File: src/rtl/attn_port_pkg.sv
package attn_port_pkg;

    localparam int WORD_W = 8;
    localparam int ATT_W  = 6;

    // One channel's setting: mute flag above the attenuation code.
    typedef struct packed {
        logic             mute;
        logic [ATT_W-1:0] att;
    } chan_set_t;

    // Control byte layout: channel select on top, then the setting.
    typedef struct packed {
        logic      right;
        chan_set_t set;
    } ctl_word_t;

    localparam chan_set_t SET_DEFAULT = '{mute: 1'b0, att: '0};

    function automatic ctl_word_t to_word(input logic [WORD_W-1:0] b);
        return ctl_word_t'(b);
    endfunction

endpackage

File: src/rtl/sync_bus.sv
module sync_bus #(
    parameter int W      = 1,
    parameter int STAGES = 2
) (
    input  logic         clk,
    input  logic         rst,
    input  logic [W-1:0] d,
    output logic [W-1:0] q
);

    logic [W-1:0] st [STAGES];

    always_ff @(posedge clk) begin
        if (rst) begin
            for (int i = 0; i < STAGES; i++) st[i] <= '0;
        end else begin
            st[0] <= d;
            for (int i = 1; i < STAGES; i++) st[i] <= st[i-1];
        end
    end

    assign q = st[STAGES-1];

endmodule

File: src/rtl/ctl_serial_rx.sv
module ctl_serial_rx
    import attn_port_pkg::*;
(
    input  logic      clk,
    input  logic      rst,
    input  logic      sck_rise,
    input  logic      sdi,
    input  logic      stb_rise,
    output logic      commit_vld,
    output ctl_word_t commit_word
);

    localparam int CNT_W = $clog2(WORD_W + 1);

    logic [WORD_W-1:0] shreg;
    logic [CNT_W-1:0]  nbits;
    logic              full;

    assign full = (nbits == CNT_W'(WORD_W));

    always_ff @(posedge clk) begin
        if (rst) begin
            shreg       <= '0;
            nbits       <= '0;
            commit_vld  <= 1'b0;
            commit_word <= '0;
        end else begin
            commit_vld <= 1'b0;
            if (stb_rise) begin
                // a short byte is dropped, the count restarts either way
                if (full) begin
                    commit_vld  <= 1'b1;
                    commit_word <= to_word(shreg);
                end
                nbits <= '0;
            end else if (sck_rise) begin
                shreg <= {shreg[WORD_W-2:0], sdi};   // MSB first
                if (!full) nbits <= nbits + 1'b1;
            end
        end
    end

    a_r2_commit_pulse: assert property (@(posedge clk) disable iff (rst)
        commit_vld |=> !commit_vld);

    a_r2_count_cap: assert property (@(posedge clk) disable iff (rst)
        $past(stb_rise) |-> nbits == '0);

endmodule

File: src/rtl/chan_apply.sv
module chan_apply
    import attn_port_pkg::*;
#(
    parameter int SAMPLE_W = 18,
    parameter int TIMEOUT  = 1024
) (
    input  logic                clk,
    input  logic                rst,
    input  logic                commit,
    input  chan_set_t           commit_set,
    input  logic                frame_edge,
    input  logic                smp_vld,
    input  logic [SAMPLE_W-1:0] smp_data,
    output chan_set_t           active
);

    localparam int TCW = (TIMEOUT > 2) ? $clog2(TIMEOUT) : 1;
    localparam logic [TCW-1:0] T_LAST = TCW'(TIMEOUT - 1);

    chan_set_t      pend;
    logic           waiting;
    logic           armed;
    logic [TCW-1:0] tcnt;
    logic           prev_neg;
    logic           crossing;

    assign crossing = (smp_data == '0) || (smp_data[SAMPLE_W-1] != prev_neg);

    always_ff @(posedge clk) begin
        if (rst) begin
            active   <= SET_DEFAULT;
            pend     <= SET_DEFAULT;
            waiting  <= 1'b0;
            armed    <= 1'b0;
            tcnt     <= '0;
            prev_neg <= 1'b0;
        end else begin
            if (smp_vld) prev_neg <= smp_data[SAMPLE_W-1];
            if (commit) begin
                // replace pending, restart the full wait
                pend    <= commit_set;
                waiting <= 1'b1;
                armed   <= 1'b0;
                tcnt    <= '0;
            end else if (waiting && frame_edge) begin
                // arm on first frame edge after the commit
                waiting <= 1'b0;
                armed   <= 1'b1;
                tcnt    <= '0;
            end else if (armed && smp_vld) begin
                if (crossing || tcnt == T_LAST) begin
                    active <= pend;
                    armed  <= 1'b0;
                    tcnt   <= '0;
                end else begin
                    tcnt <= tcnt + 1'b1;
                end
            end
        end
    end

    a_r5_arm_on_frame: assert property (@(posedge clk) disable iff (rst)
        $rose(armed) |-> $past(frame_edge));

    a_r6_hold_unarmed: assert property (@(posedge clk) disable iff (rst)
        !armed |=> $stable(active));

    a_r7_count_idle: assert property (@(posedge clk) disable iff (rst)
        !armed |-> tcnt == '0);

    a_r8_commit_rewaits: assert property (@(posedge clk) disable iff (rst)
        commit |=> (waiting && !armed));

endmodule

File: src/rtl/attn_ctl_port.sv
module attn_ctl_port
    import attn_port_pkg::*;
#(
    parameter int SAMPLE_W    = 18,
    parameter int TIMEOUT     = 1024,
    parameter int SYNC_STAGES = 2
) (
    input  logic                clk,
    input  logic                rst,
    input  logic                ctl_sck,
    input  logic                ctl_sdi,
    input  logic                ctl_stb,
    input  logic                frame_clk,
    input  logic                mute_pin,
    input  logic                smp_valid,
    input  logic                smp_right,
    input  logic [SAMPLE_W-1:0] smp_data,
    output logic [ATT_W-1:0]    att_l,
    output logic                mute_l,
    output logic [ATT_W-1:0]    att_r,
    output logic                mute_r
);

    localparam int NPIN = 5;
    localparam int NCH  = 2;

    logic [NPIN-1:0] pins_s;
    logic [2:0]      edge_prev;
    logic            sck_s, sdi_s, stb_s, frm_s, mute_s;
    logic            sck_rise, stb_rise, frame_edge;
    logic            commit_vld;
    ctl_word_t       commit_word;
    chan_set_t       act [NCH];

    sync_bus #(.W(NPIN), .STAGES(SYNC_STAGES)) u_sync (
        .clk (clk),
        .rst (rst),
        .d   ({mute_pin, frame_clk, ctl_stb, ctl_sdi, ctl_sck}),
        .q   (pins_s)
    );

    assign {mute_s, frm_s, stb_s, sdi_s, sck_s} = pins_s;

    always_ff @(posedge clk) begin
        if (rst) edge_prev <= '0;
        else     edge_prev <= {frm_s, stb_s, sck_s};
    end

    assign sck_rise   = sck_s & ~edge_prev[0];
    assign stb_rise   = stb_s & ~edge_prev[1];
    assign frame_edge = frm_s ^ edge_prev[2];

    ctl_serial_rx u_rx (
        .clk         (clk),
        .rst         (rst),
        .sck_rise    (sck_rise),
        .sdi         (sdi_s),
        .stb_rise    (stb_rise),
        .commit_vld  (commit_vld),
        .commit_word (commit_word)
    );

    for (genvar ch = 0; ch < NCH; ch++) begin : g_ch
        logic sel_commit, sel_smp;
        assign sel_commit = commit_vld && (commit_word.right == ch[0]);
        assign sel_smp    = smp_valid && (smp_right == ch[0]);

        chan_apply #(.SAMPLE_W(SAMPLE_W), .TIMEOUT(TIMEOUT)) u_apply (
            .clk        (clk),
            .rst        (rst),
            .commit     (sel_commit),
            .commit_set (commit_word.set),
            .frame_edge (frame_edge),
            .smp_vld    (sel_smp),
            .smp_data   (smp_data),
            .active     (act[ch])
        );
    end

    // external mute overrides both flags
    assign att_l  = act[0].att;
    assign mute_l = act[0].mute | mute_s;
    assign att_r  = act[1].att;
    assign mute_r = act[1].mute | mute_s;

    a_r4_reset_defaults: assert property (@(posedge clk)
        rst |=> (act[0] == SET_DEFAULT && act[1] == SET_DEFAULT));

endmodule

File: config.mk
export PLATFORM = sky130hd
export DESIGN_NAME = attn_ctl_port
export DESIGN_NICKNAME = d
export VERILOG_FILES = /design/src/rtl/attn_port_pkg.sv /design/src/rtl/sync_bus.sv /design/src/rtl/ctl_serial_rx.sv /design/src/rtl/chan_apply.sv /design/src/rtl/attn_ctl_port.sv
export SDC_FILE = /design/constraint.sdc
export NUM_CORES = 1
export LEC_CHECK = 0
export CORE_AREA = 3 3 94 162
export CTS_BUF_LIST = sky130_fd_sc_hd__clkbuf_16
export DETAILED_ROUTE_END_ITERATION = 8
export DIE_AREA = 0 0 97 165
export GPL_ROUTABILITY_DRIVEN = 1
export PLACE_DENSITY_LB_ADDON = 0.1
export REMOVE_ABC_BUFFERS = 1
export SLEW_MARGIN = 10
export SYNTH_ARGS = -nofsm -noshare
export SYNTH_HDL_FRONTEND = slang
export SYNTH_HIERARCHICAL = 1
export SYNTH_SLANG_ARGS = --single-unit
File: constraint.sdc
create_clock -name clk -period 6.7 [get_ports clk]
set_clock_uncertainty 0.1 [all_clocks]
set_input_delay 2.01 -clock clk [delete_from_list [all_inputs] [get_ports clk]]
set_output_delay 2.01 -clock clk [all_outputs]
set_load 0.05 [all_outputs]
# Word level (Yosys, flattened, before mapping)
# Memories as Yosys holds them, arrays and structs flattened.
# Index checks and enable logic that the tools add are counted.
# W data, S select, Z words.
[totals]
word_cells = 99
ramBits = 10
out_inout_bits = 14
n_memories = 1
reg_bits = 78
in_bits = 27
[mem_list]
columns = ["name", "depth", "word_bits", "read_ports", "rd_ports_with_merged_regs", "wr", "line", "rtl"]
rows = [
  ["u_sync.st", 2, 5, 2, 0, 2, "sync_bus.sv:11", "logic [W-1:0] st [STAGES];"],
]
[classes]
mux = 18
n_reduce_logical = 32
n_addsub = 3
n_eq_ne = 5
bitwise_logic = 17
[ops]
columns = ["operator", "n"]
rows = [
  ["$add A10 B1 Y10 const B", 2],
  ["$eq A10 B10 Y1 const B", 2],
  ["$mux W10", 2],
  ["$logic_not A18 Y1", 1],
  ["$mux W1", 14],
  ["$reduce_bool A2 Y1", 6],
  ["$mux W5", 2],
  ["$not A1 Y1", 10],
  ["$reduce_and A2 Y1", 5],
  ["$logic_and A1 B1 Y1", 8],
  ["$reduce_and A4 Y1", 2],
  ["$reduce_or A2 Y1", 4],
  ["$reduce_or A3 Y1", 2],
  ["$add A4 B1 Y4 const B", 1],
  ["$eq A4 B4 Y1 const B", 1],
  ["$logic_or A1 B1 Y1", 4],
  ["$or A1 B1 Y1", 4],
  ["$and A1 B1 Y1", 2],
  ["$ne A1 B1 Y1", 2],
  ["$xor A1 B1 Y1", 1],
]

# Longest topological paths before layout
# Gate-level depths: netlist (run 1).
[depth]
ltp_word = 6
depth_mapped = 6
mapped_depth_nobuf = 6

# Cells and area by module
# Netlist (run 1), hierarchy kept.
[by_module_without_submodules]
columns = ["module", "cells_each", "instances", "seq_area_each_um2", "area_each_um2"]
rows = [
  ["chan_apply", 120, 2, 540.5, 1178.6],
  ["ctl_serial_rx", 100, 1, 420.4, 810.8],
  ["sync_bus", 25, 1, 200.2, 300.3],
  ["attn_ctl_port", 15, 1, 60.1, 137.6],
]

# Worst setup path before layout (run 1)
# OpenSTA, ideal clock, no wires.
[synth_path]
path_kind = "input to register"
start = "in smp_data[0]"
end = "reg g_ch[0].u_apply/active[0] (netlist name)"
arrival_time_ns = 3.654
stages = 5
path_slack_ns = 2.874
setup_ns = 0.072
path_buffers = 0
cell_sequence = "or4_4 -> nor4_4 -> a41oi_2 -> a221oi_4 -> mux2i_1"
[synth_between]
elab_chain_len = 4
[synth_lines]
columns = ["item", "line", "rtl"]
rows = [
  ["start, declared", "attn_ctl_port.sv:17", "input logic [SAMPLE_W-1:0] smp_data,"],
  ["$logic_not A18 Y1", "chan_apply.sv:27", "assign crossing = (smp_data == '0) || (smp_data[SAMPLE_W-1] != prev_neg);"],
  ["$logic_or A1 B1 Y1", "chan_apply.sv:27", ""],
  ["$logic_or A1 B1 Y1", "chan_apply.sv:51", "if (crossing || tcnt == T_LAST) begin"],
  ["$reduce_and A4 Y1 (no line)", "-", ""],
  ["end signal, assigned", "chan_apply.sv:52", "active <= pend;"],
  ["end, declared", "chan_apply.sv:14", "output chan_set_t active"],
]
# No other way between the ends.
# A chain may end at the register's enable or synchronous reset.

# Final worst setup path (run 1)
[layout_path]
start = "in smp_valid"
end = "reg g_ch[0].u_apply/active[1] (netlist name)"
[layout_between]
elab_chain_len = 3
[layout_lines]
columns = ["item", "line", "rtl"]
rows = [
  ["start, declared", "attn_ctl_port.sv:15", "input logic smp_valid,"],
  ["$logic_and A1 B1 Y1", "attn_ctl_port.sv:66", "assign sel_smp = smp_valid && (smp_right == ch[0]);"],
  ["net g_ch[0].sel_smp", "attn_ctl_port.sv:64", "logic sel_commit, sel_smp;"],
  ["$logic_and A1 B1 Y1", "chan_apply.sv:50", "end else if (armed && smp_vld) begin"],
  ["$reduce_and A4 Y1 (no line)", "-", ""],
]
# The timed path passes the listed nets, and every way through them passes these cells.

==> flow_metrics.py, run 1 <==
metrics = {
    "yosys": {
        "synth_warnings": 6,
        "syn_avg_cell_area_sq_um": 9.49,
        "netlist_instances": 380,
        "yosysSeqAreaShare": 0.489,
        "synth_seq_cells": 88,
        "synth_top_area_frac": 0.489,
        "synth_top_area_cell": "dfxtp_1",
        "syn-cell-area_sq_um": 3610,
        "synth_cell_types": 37,
        "ys_top_cells_by_area": "dfxtp_1 (49%), mux2i_1 (8.3%), nand2b_1 (5.0%), nand2_1 (4.8%), nor2_1 (4.4%)",
    },
    "worst_setup_path": {
        "cp-end-kind": "register",
        "crit_required_ns": 6.86,
        "critical_path_class": "in2reg",
        "cpMaxStageDelayCell": "a221oi_4",
        "critical_path.max_fanout": 7,
        "path_cells": "clkdlybuf4s50_1 -> nor2b_1 -> nand2_1 -> nor2_1 -> nand3_1 -> a221oi_4 -> mux2i_1",
        "start_kind": "primary input",
        "max_stage_delay_ns": 0.54,
        "crit_arrival_ns": 4.33,
    },
    "power_and_ir_drop": {
        "p_leak_nw": 1.48,
        "power_w": 0.00109,
        "ir_worst_vdd_uv": 97.3,
        "p_per_area_nw_per_um2": 244,
    },
    "timing": {
        "post-route-period-util": 0.623,
        "tightest_slew_ns": 0.961,
        "layout_setup_ws_ns": 2.53,
        "slew_viol_final": 0,
        "finalSetupViolations": 0,
        "max_slew_margin": 0.357,
        "rsz0062_at_grt": "no",
        "fmax_mhz": 240,
        "final.setup.tns_ns": 0,
        "period_minus_slack_ns": 4.17,
        "hold_viol_final": 0,
    },
    "worst_hold_path": {
        "hold_class": "reg2reg",
    },
    "detailed_routing": {
        "totalWireLength_um": 7870,
        "dr.pass1.iters": 4,
        "drtIter0Drc": 63,
        "drc_errors": 0,
        "viasPerCell": 4.36,
        "ant_nets": 0,
        "vias": 2614,
        "routedWlPerCell_um": 13.1,
    },
    "die": {
        "die_area_sq_um": 16000,
        "num_rows": 57,
        "die_w_um": 97,
        "die_h_um": 165,
        "core_sq_um": 14000,
        "start_util": 0.257,
        "io_pins": 41,
    },
    "clock_network": {
        "cts_tree": "yes",
        "clock_path_buffers": 2,
        "cts_setup_buffers": 0,
        "clkLatencyLatePin_ns": 0.34,
        "cts.sinks": 88,
        "postCtsResizedCells": 0,
        "cts_root_buf": "clkbuf_16",
        "clk_pin_slew_ns": 0.06,
        "hold_buffers": 0,
        "htree_levels": 3,
        "cts_made_buffers": 9,
    },
    "global_routing": {
        "grtUsageMet1": 0.112,
        "use_met3": 0.0283,
        "grt_usage": 0.103,
        "overflow": 0,
        "grt_max_degree": 58,
        "grt_pass1_vias": 2537,
        "grt_first_pass_wirelength_um": 13000,
        "met2_usage": 0.190,
        "top_usage_layer": "met2",
        "antenna_found_initial": 0,
    },
    "place": {
        "hpwl_um": 5720,
        "io_buffers": 40,
        "place_congestion": 0.784,
        "placedCellCount": 583,
        "dp_slack_ns": 2.13,
    },
    "layout": {
        "final_nets": 448,
        "final_common_cell": "dfxtp_1",
        "layout.cells.non_filler": 599,
        "drive_gt1_frac": 0.0616,
        "area_growth_pct": 23.6,
        "diodes": 0,
        "layout.filler_cells": 1465,
        "layout_common_cells": "dfxtp_1 (88), nand2_1 (46), nor2_1 (42), clkdlybuf4s50_1 (39), mux2i_1 (30)",
    },
    "job": {
        "max-cap-violations": 0,
    },
    "run_status": {
        "status": "finished, final reports clean",
    },
}
stage by stage:
stage | hold slack (ns) | instance area, sq um | util
2_1_floorplan | 0.311 | 3520 | -
6_report | 0.331 | 4460 | 0.317
5_1_grt | 0.354 | 4460 | 0.317
3_3_place_gp | 0.317 | 4160 | 0.296
4_1_cts | 0.339 | 4460 | 0.317
3_5_place_dp | 0.323 | 4160 | 0.296
layer usage:
metal | routed length (um) | vias up
li1 | - | 1352
met1 | 3320 | 1213
met2 | 4130 | 41
met3 | 313 | 8
met4 | 108 | 0
met5 | 0 | -
critical path: cells and delay by family:
kind	cells	cell delay (ns)
mux	1	0.24
simple gates	4	1.06
buf+inv	1	0.47
compound gates	1	0.54
flip-flops by register name, indices dropped and copies added (netlist names):
| name | count |
|---|---|
| g_ch.u_apply/active | 14 |
| g_ch.u_apply/pend | 14 |
| edge_prev | 3 |
| u_sync/st | 10 |
| u_rx/shreg | 8 |
| u_rx/commit_word | 8 |
| u_rx/commit_vld | 1 |
| g_ch.u_apply/tcnt | 20 |
| u_rx/nbits | 4 |
| g_ch.u_apply/armed | 2 |
| g_ch.u_apply/prev_neg | 2 |
| g_ch.u_apply/waiting | 2 |
cell families (layout without fill, tap and decap cells):
logic type,count (synthesis),in the layout,synth area share
mux,30,30,0.0833
xor+xnor,22,22,0.0534
buf+inv,21,63,0.0281
fa+ha+maj,4,4,0.0139
simple gates,182,182,0.263
flops,88,88,0.489
compound gates,33,33,0.0694
synth_stat cells:
library cell,count
buf_1,3
nand3b_1,1
a41oi_2,2
a21boi_1,1
or2_1,2
a21oi_1,20
a221oi_4,2
a211oi_1,2
and4b_1,1
inv_1,5
xor2_1,16
or4_4,2
and3_1,4
buf_2,3
nand4b_1,1
nand2_1,46
nor2b_1,18
ha_1,4
a32oi_1,2
a21boi_0,2
o21ai_0,2
and4_1,2
nor4_4,2
and3b_1,1
nand3_1,16
clkbuf_1,5
mux2i_1,30
xnor2_1,6
nor2_1,42
nand4_1,3
nand2b_1,29
and2_1,2
dfxtp_1,88
or3_1,1
nor4_1,6
buf_4,5
nor3_1,3
where the power goes:
part	leakage, nW	switching [W]	total, W	internal, W
registers	0.711	0.00000149	0.000529	0.000527
logic	0.621	0.0000231	0.0000464	0.0000233
clock network	0.153	0.000219	0.000513	0.000294
layout make-up:
class / count / area [sq um] / share of cell area
inverter: 5 / 18.8 / 0.00421
multi-input combinational: 271 / 1740 / 0.391
clock buffer: 9 / 225 / 0.0505
timing repair buffer: 42 / 410 / 0.0921
clock inverter: 7 / 77.6 / 0.0174
tap: 177 / 221 / 0.0497
sequential: 88 / 1760 / 0.395
path summary, 6_finish.rpt:
| path | startpoint | to | slack (ns) | cells after the start |
|---|---|---|---|---|
| max | smp_valid | g_ch[0].u_apply/active[1] | 2.53 | 7 |
| min | u_sync/st[0][6] | u_rx/shreg[0] | 0.33 | 2 |
| max reg2reg | g_ch[1].u_apply/tcnt[1] | g_ch[1].u_apply/active[1] | 4.64 | 6 |
| min reg2reg | u_sync/st[0][6] | u_rx/shreg[0] | 0.33 | 2 |
No activity file was read; power rests on OpenSTA's default activity.
==> run 2, diff against run 1 <==
clock period = 3.6 ns   (was 6.7 ns; I/O delays follow)
==> run 2 against run 1 <==
Against the previous run:
- utilization increased by 0.62 points
- sequential cell count did not move
- largest power group is now the clock network
- critical path depth unchanged
- final area is 2.0% higher
- global-route usage grew 0.25 points
- sequential power is 86% higher
==> flow_metrics.py, run 2 (same netlist as run 1, synthesis figures left out) <==
metrics = {
    "global_routing": {
        "grt_usage": 0.106,
        "grt_pass1_vias": 2677,
        "grt_max_degree": 39,
        "antenna_found_initial": 0,
        "grt_first_pass_wirelength_um": 13300,
        "overflow": 0,
    },
    "place": {
        "dp_slack_ns": 0.172,
        "io_buffers": 40,
        "place_congestion": 0.764,
        "hpwl_um": 5720,
    },
    "layout": {
        "largest_reg_flops": 20,
        "biggestRegsByFlops": "g_ch.u_apply/tcnt x20, g_ch.u_apply/active x14, g_ch.u_apply/pend x14",
        "diodes": 0,
        "area_growth_pct": 26.1,
        "post-route-util": 0.324,
        "layout_common_cells": "dfxtp_1 (88), nand2_1 (46), nor2_1 (42), clkdlybuf4s50_1 (39), mux2i_1 (30)",
        "layout.filler_cells": 1430,
        "drive_gt1_frac": 0.0812,
        "final_nets": 457,
        "regMostFlops": "g_ch.u_apply/tcnt",
        "final_common_cell": "dfxtp_1",
    },
    "timing": {
        "layout_setup_ws_ns": 0.536,
        "slew_viol_final": 0,
        "finalSetupViolations": 0,
        "post-route-period-util": 0.851,
        "period_minus_slack_ns": 3.06,
        "max_slew_margin": 0.531,
        "rsz0062_at_grt": "no",
        "fmax_mhz": 326,
        "tightest_slew_ns": 0.703,
        "hold_viol_final": 0,
        "final.setup.tns_ns": 0,
    },
    "detailed_routing": {
        "drc_errors": 0,
        "vias": 2655,
        "viasPerCell": 4.37,
        "wl_met1_um": 3340,
        "routedWlPerCell_um": 12.9,
        "totalWireLength_um": 7840,
        "dr.max_layer_used": "met4",
        "dr.pass1.iters": 4,
        "drtIter0Drc": 84,
        "dr_wl_met2_um": 4060,
        "met3_wirelength_um": 245,
        "ant_nets": 0,
    },
    "worst_hold_path": {
        "min_from": "u_sync/st[0][6]",
        "hold_class": "reg2reg",
        "min_path_cells": 2,
        "hold_path_end": "u_rx/shreg[0]",
    },
    "clock_network": {
        "htree_levels": 3,
        "clkLatencyLatePin_ns": 0.34,
        "cts_tree": "yes",
        "cts.sinks": 88,
        "cts_made_buffers": 9,
        "cts_root_buf": "clkbuf_16",
        "hold_buffers": 0,
        "cts_setup_buffers": 0,
        "postCtsResizedCells": 0,
        "clk_pin_slew_ns": 0.07,
        "clock_path_buffers": 2,
    },
    "power_and_ir_drop": {
        "ir_worst_vdd_uv": 183,
        "p_per_area_nw_per_um2": 458,
        "p_leak_nw": 1.54,
    },
    "die": {
        "io_pins": 41,
        "die_h_um": 165,
        "die_w_um": 97,
        "num_rows": 57,
        "die_area_sq_um": 16000,
        "core_sq_um": 14000,
        "start_util": 0.257,
    },
    "job": {
        "max-cap-violations": 0,
    },
    "worst_setup_path": {
        "r2r_setup_slack_ns": 1.66,
        "crit_arrival_ns": 3.24,
        "worst-r2r-cell-count": 6,
        "r2r_start": "g_ch[1].u_apply/armed",
        "start_kind": "primary input",
        "rr_endpoint": "g_ch[1].u_apply/active[0]",
        "critical_path.max_fanout": 7,
        "cp-end-kind": "register",
        "critical_path_class": "in2reg",
        "crit_required_ns": 3.77,
    },
    "run_status": {
        "status": "finished, final reports clean",
    },
}
[run 2: changes by cell type in the layout (fill, tap and decap cells not counted), sizes merged]
cell,before,now
buf,3,12
clkinv,1,3
clkinvlp,0,1
inv,10,6
bufinv,1,2
[run 2: worst max-delay path, cell delays in order]
cell and delay, ns:
clkdlybuf4s50_1 0.42, or4_4 0.56, nor4_4 0.23, a41oi_2 0.23, a221oi_4 0.29, buf_4 0.23
mux2i_1 0.20
[run 2: area by class of cell]
| class | instances | area (sq um) | area share |
|---|---|---|---|
| timing repair buffer | 51 | 478 | 0.105 |
| sequential | 88 | 1760 | 0.388 |
| inverter | 5 | 18.8 | 0.00413 |
| multi-input combinational | 271 | 1740 | 0.383 |
| tap | 177 | 221 | 0.0487 |
| clock buffer | 9 | 225 | 0.0495 |
| clock inverter | 7 | 97.6 | 0.0215 |
[run 2: worst max path at each step]
stage                      from                        end  slack [ns]  cells after the start
finish              smp_data[0]  g_ch[1].u_apply/active[0]        0.54                      7
detailed placement  smp_data[0]  g_ch[0].u_apply/active[6]        0.17                      7
global route        smp_data[0]  g_ch[0].u_apply/active[1]        0.39                      7
floorplan           smp_data[0]  g_ch[0].u_apply/active[0]        0.70                      5
global placement    smp_data[0]  g_ch[0].u_apply/active[3]        0.20                      7
CTS                 smp_data[0]  g_ch[0].u_apply/active[1]        0.54                      7
[run 2: metal layers]
metal / global-route usage / vias to the layer above
met3: 0.0228 / 13
met4: 0.0556 / 0
met2: 0.188 / 42
li1: - / 1370
met1: 0.117 / 1230
met5: 0 / -
[run 2: stage by stage]
| step | power, W | hold WS [ns] | instances | instance area [sq um] |
|---|---|---|---|---|
| finish | 0.00208 | 0.336 | 608 | 4550 |
| CTS | 0.00212 | 0.340 | 608 | 4550 |
| floorplan | 0.00104 | 0.311 | 364 | 3520 |
| detailed placement | 0.00110 | 0.325 | 592 | 4220 |
| global placement | 0.00110 | 0.317 | 592 | 4220 |
| global route | 0.00216 | 0.352 | 608 | 4550 |
[run 2: power breakdown]
group / internal (W) / leakage, nW / switching, W
clock network: 0.000609 / 0.157 / 0.000396
logic: 0.0000469 / 0.668 / 0.0000438
registers: 0.000981 / 0.711 / 0.00000280
total: 0.00164 / 1.54 / 0.000443
==> run 3, diff against run 2 <==
CORE_AREA = 3 3 69 119   (was 3 3 94 162)
DIE_AREA = 0 0 72 122   (was 0 0 97 165)
==> run 3 against run 2 <==
Against the previous run:
- via count down 0.49%
- combinational power down 3.3%
- critical path depth unchanged
- first-iteration DRC count down 8.3%
- utilization up 28 points
- fmax down 0.94%
- final area down 3.3%
- critical path type unchanged
- largest cell class unchanged
- largest power group is now sequential cells
==> flow_metrics.py, run 3 (same netlist as run 1, synthesis figures left out) <==
metrics = {
    "worst_setup_path": {
        "crit_arrival_ns": 3.24,
        "r2r_start": "g_ch[1].u_apply/armed",
        "critical_path_class": "in2reg",
        "critical_path.max_fanout": 7,
        "crit_required_ns": 3.75,
        "start_kind": "primary input",
        "cp-end-kind": "register",
        "critPathLaunch": "smp_data[0]",
    },
    "timing": {
        "rsz0062_at_grt": "no",
        "finalSetupViolations": 0,
        "slew_viol_final": 0,
        "final.setup.tns_ns": 0,
        "fmax_mhz": 323,
        "tightest_slew_ns": 0.937,
        "layout_setup_ws_ns": 0.507,
        "post-route-period-util": 0.859,
        "hold_viol_final": 0,
        "period_minus_slack_ns": 3.09,
        "max_slew_margin": 0.373,
    },
    "layout": {
        "drive_gt1_frac": 0.0682,
        "biggestRegsByFlops": "g_ch.u_apply/tcnt x20, g_ch.u_apply/active x14, g_ch.u_apply/pend x14",
        "design_area_sq_um": 4390,
        "layout_common_cells": "dfxtp_1 (88), nand2_1 (46), nor2_1 (42), clkdlybuf4s50_1 (39), mux2i_1 (30)",
        "regMostFlops": "g_ch.u_apply/tcnt",
        "layout.filler_cells": 667,
        "area_growth_pct": 21.9,
        "largest_reg_flops": 20,
        "final_common_cell": "dfxtp_1",
        "diodes": 0,
        "final_nets": 452,
    },
    "clock_network": {
        "hold_buffers": 0,
        "cts.sinks": 88,
        "clk_pin_slew_ns": 0.06,
        "cts_tree": "yes",
        "clkLatencyLatePin_ns": 0.33,
        "htree_levels": 3,
        "cts_made_buffers": 9,
        "postCtsResizedCells": 0,
        "clock_path_buffers": 2,
        "cts_root_buf": "clkbuf_16",
        "cts_setup_buffers": 0,
    },
    "global_routing": {
        "met2_usage": 0.310,
        "grt_first_pass_wirelength_um": 11600,
        "grtUsageMet1": 0.175,
        "top_usage_layer": "met2",
        "antenna_found_initial": 0,
        "grt_usage": 0.169,
        "overflow": 0,
        "use_met3": 0.0380,
        "grt_pass1_vias": 2648,
        "grt_max_degree": 55,
    },
    "detailed_routing": {
        "drtIter0Drc": 77,
        "drc_errors": 0,
        "totalWireLength_um": 6810,
        "viasPerCell": 5.17,
        "routedWlPerCell_um": 13.3,
        "ant_nets": 0,
        "dr.pass1.iters": 4,
        "vias": 2642,
    },
    "place": {
        "hpwl_um": 5010,
        "placed_cell_area_sq_um": 4080,
        "dp_slack_ns": 0.163,
        "io_buffers": 40,
        "place_congestion": 0.780,
    },
    "die": {
        "die_w_um": 72,
        "io_pins": 41,
        "num_rows": 41,
        "core_sq_um": 7340,
        "start_util": 0.492,
        "die_h_um": 122,
        "die_area_sq_um": 8780,
    },
    "worst_hold_path": {
        "hold_class": "reg2reg",
        "min_from": "u_sync/st[0][4]",
    },
    "run_status": {
        "status": "finished, final reports clean",
    },
    "power_and_ir_drop": {
        "power_w": 0.00202,
        "p_per_area_nw_per_um2": 461,
        "p_leak_nw": 1.51,
        "ir_worst_vdd_uv": 358,
    },
    "job": {
        "max-cap-violations": 0,
    },
}
-- run 3: cell count changes in the layout (fill, tap and decap cells not counted), sizes merged --
cell,delta
buf,-5
inv,-1
-- run 3: layout make-up --
cell class	instances	area, sq um	share of cell area
clock inverter	6	85.1	0.0194
multi-input combinational	271	1740	0.397
sequential	88	1760	0.401
inverter	5	18.8	0.00427
timing repair buffer	46	453	0.103
tap	86	108	0.0245
clock buffer	9	225	0.0513
-- run 3: final timing paths --
kind | cells past startpoint | slack [ns] | end
worst min register to register | 1 | 0.34 | u_sync/st[0][9]
worst max-delay path | 7 | 0.51 | g_ch[1].u_apply/active[0]
worst max register to register | 6 | 1.62 | g_ch[1].u_apply/active[0]
worst min-delay path | 1 | 0.34 | u_sync/st[0][9]
-- run 3: per-stage QoR --
step	std cells	utilization	hold slack, ns
6_report	511	0.599	0.339
4_1_cts	511	0.599	0.342
3_5_place_dp	496	0.557	0.329
2_1_floorplan	364	-	0.311
3_3_place_gp	496	0.557	0.317
5_1_grt	511	0.599	0.357
-- run 3: power breakdown --
| part | leakage (nW) | switching (W) | internal, W |
|---|---|---|---|
| clock | 0.149 | 0.000351 | 0.000601 |
| combinational | 0.647 | 0.0000423 | 0.0000454 |
| sequential | 0.711 | 0.00000290 | 0.000982 |
| total | 1.51 | 0.000396 | 0.00163 |
-- run 3: metal layers --
layer	part of all wire	vias up
met1	0.40	1232
met2	0.54	41
li1	-	1359
met4	0.022	0
met5	0	-
met3	0.037	10
-- run 3: critical path, cell delays in order --
cell             delay (ns)
clkdlybuf4s50_1        0.42
or4_4                  0.56
nor4_4                 0.23
a41oi_2                0.22
a221oi_4               0.29
buf_4                  0.22
mux2i_1                0.22
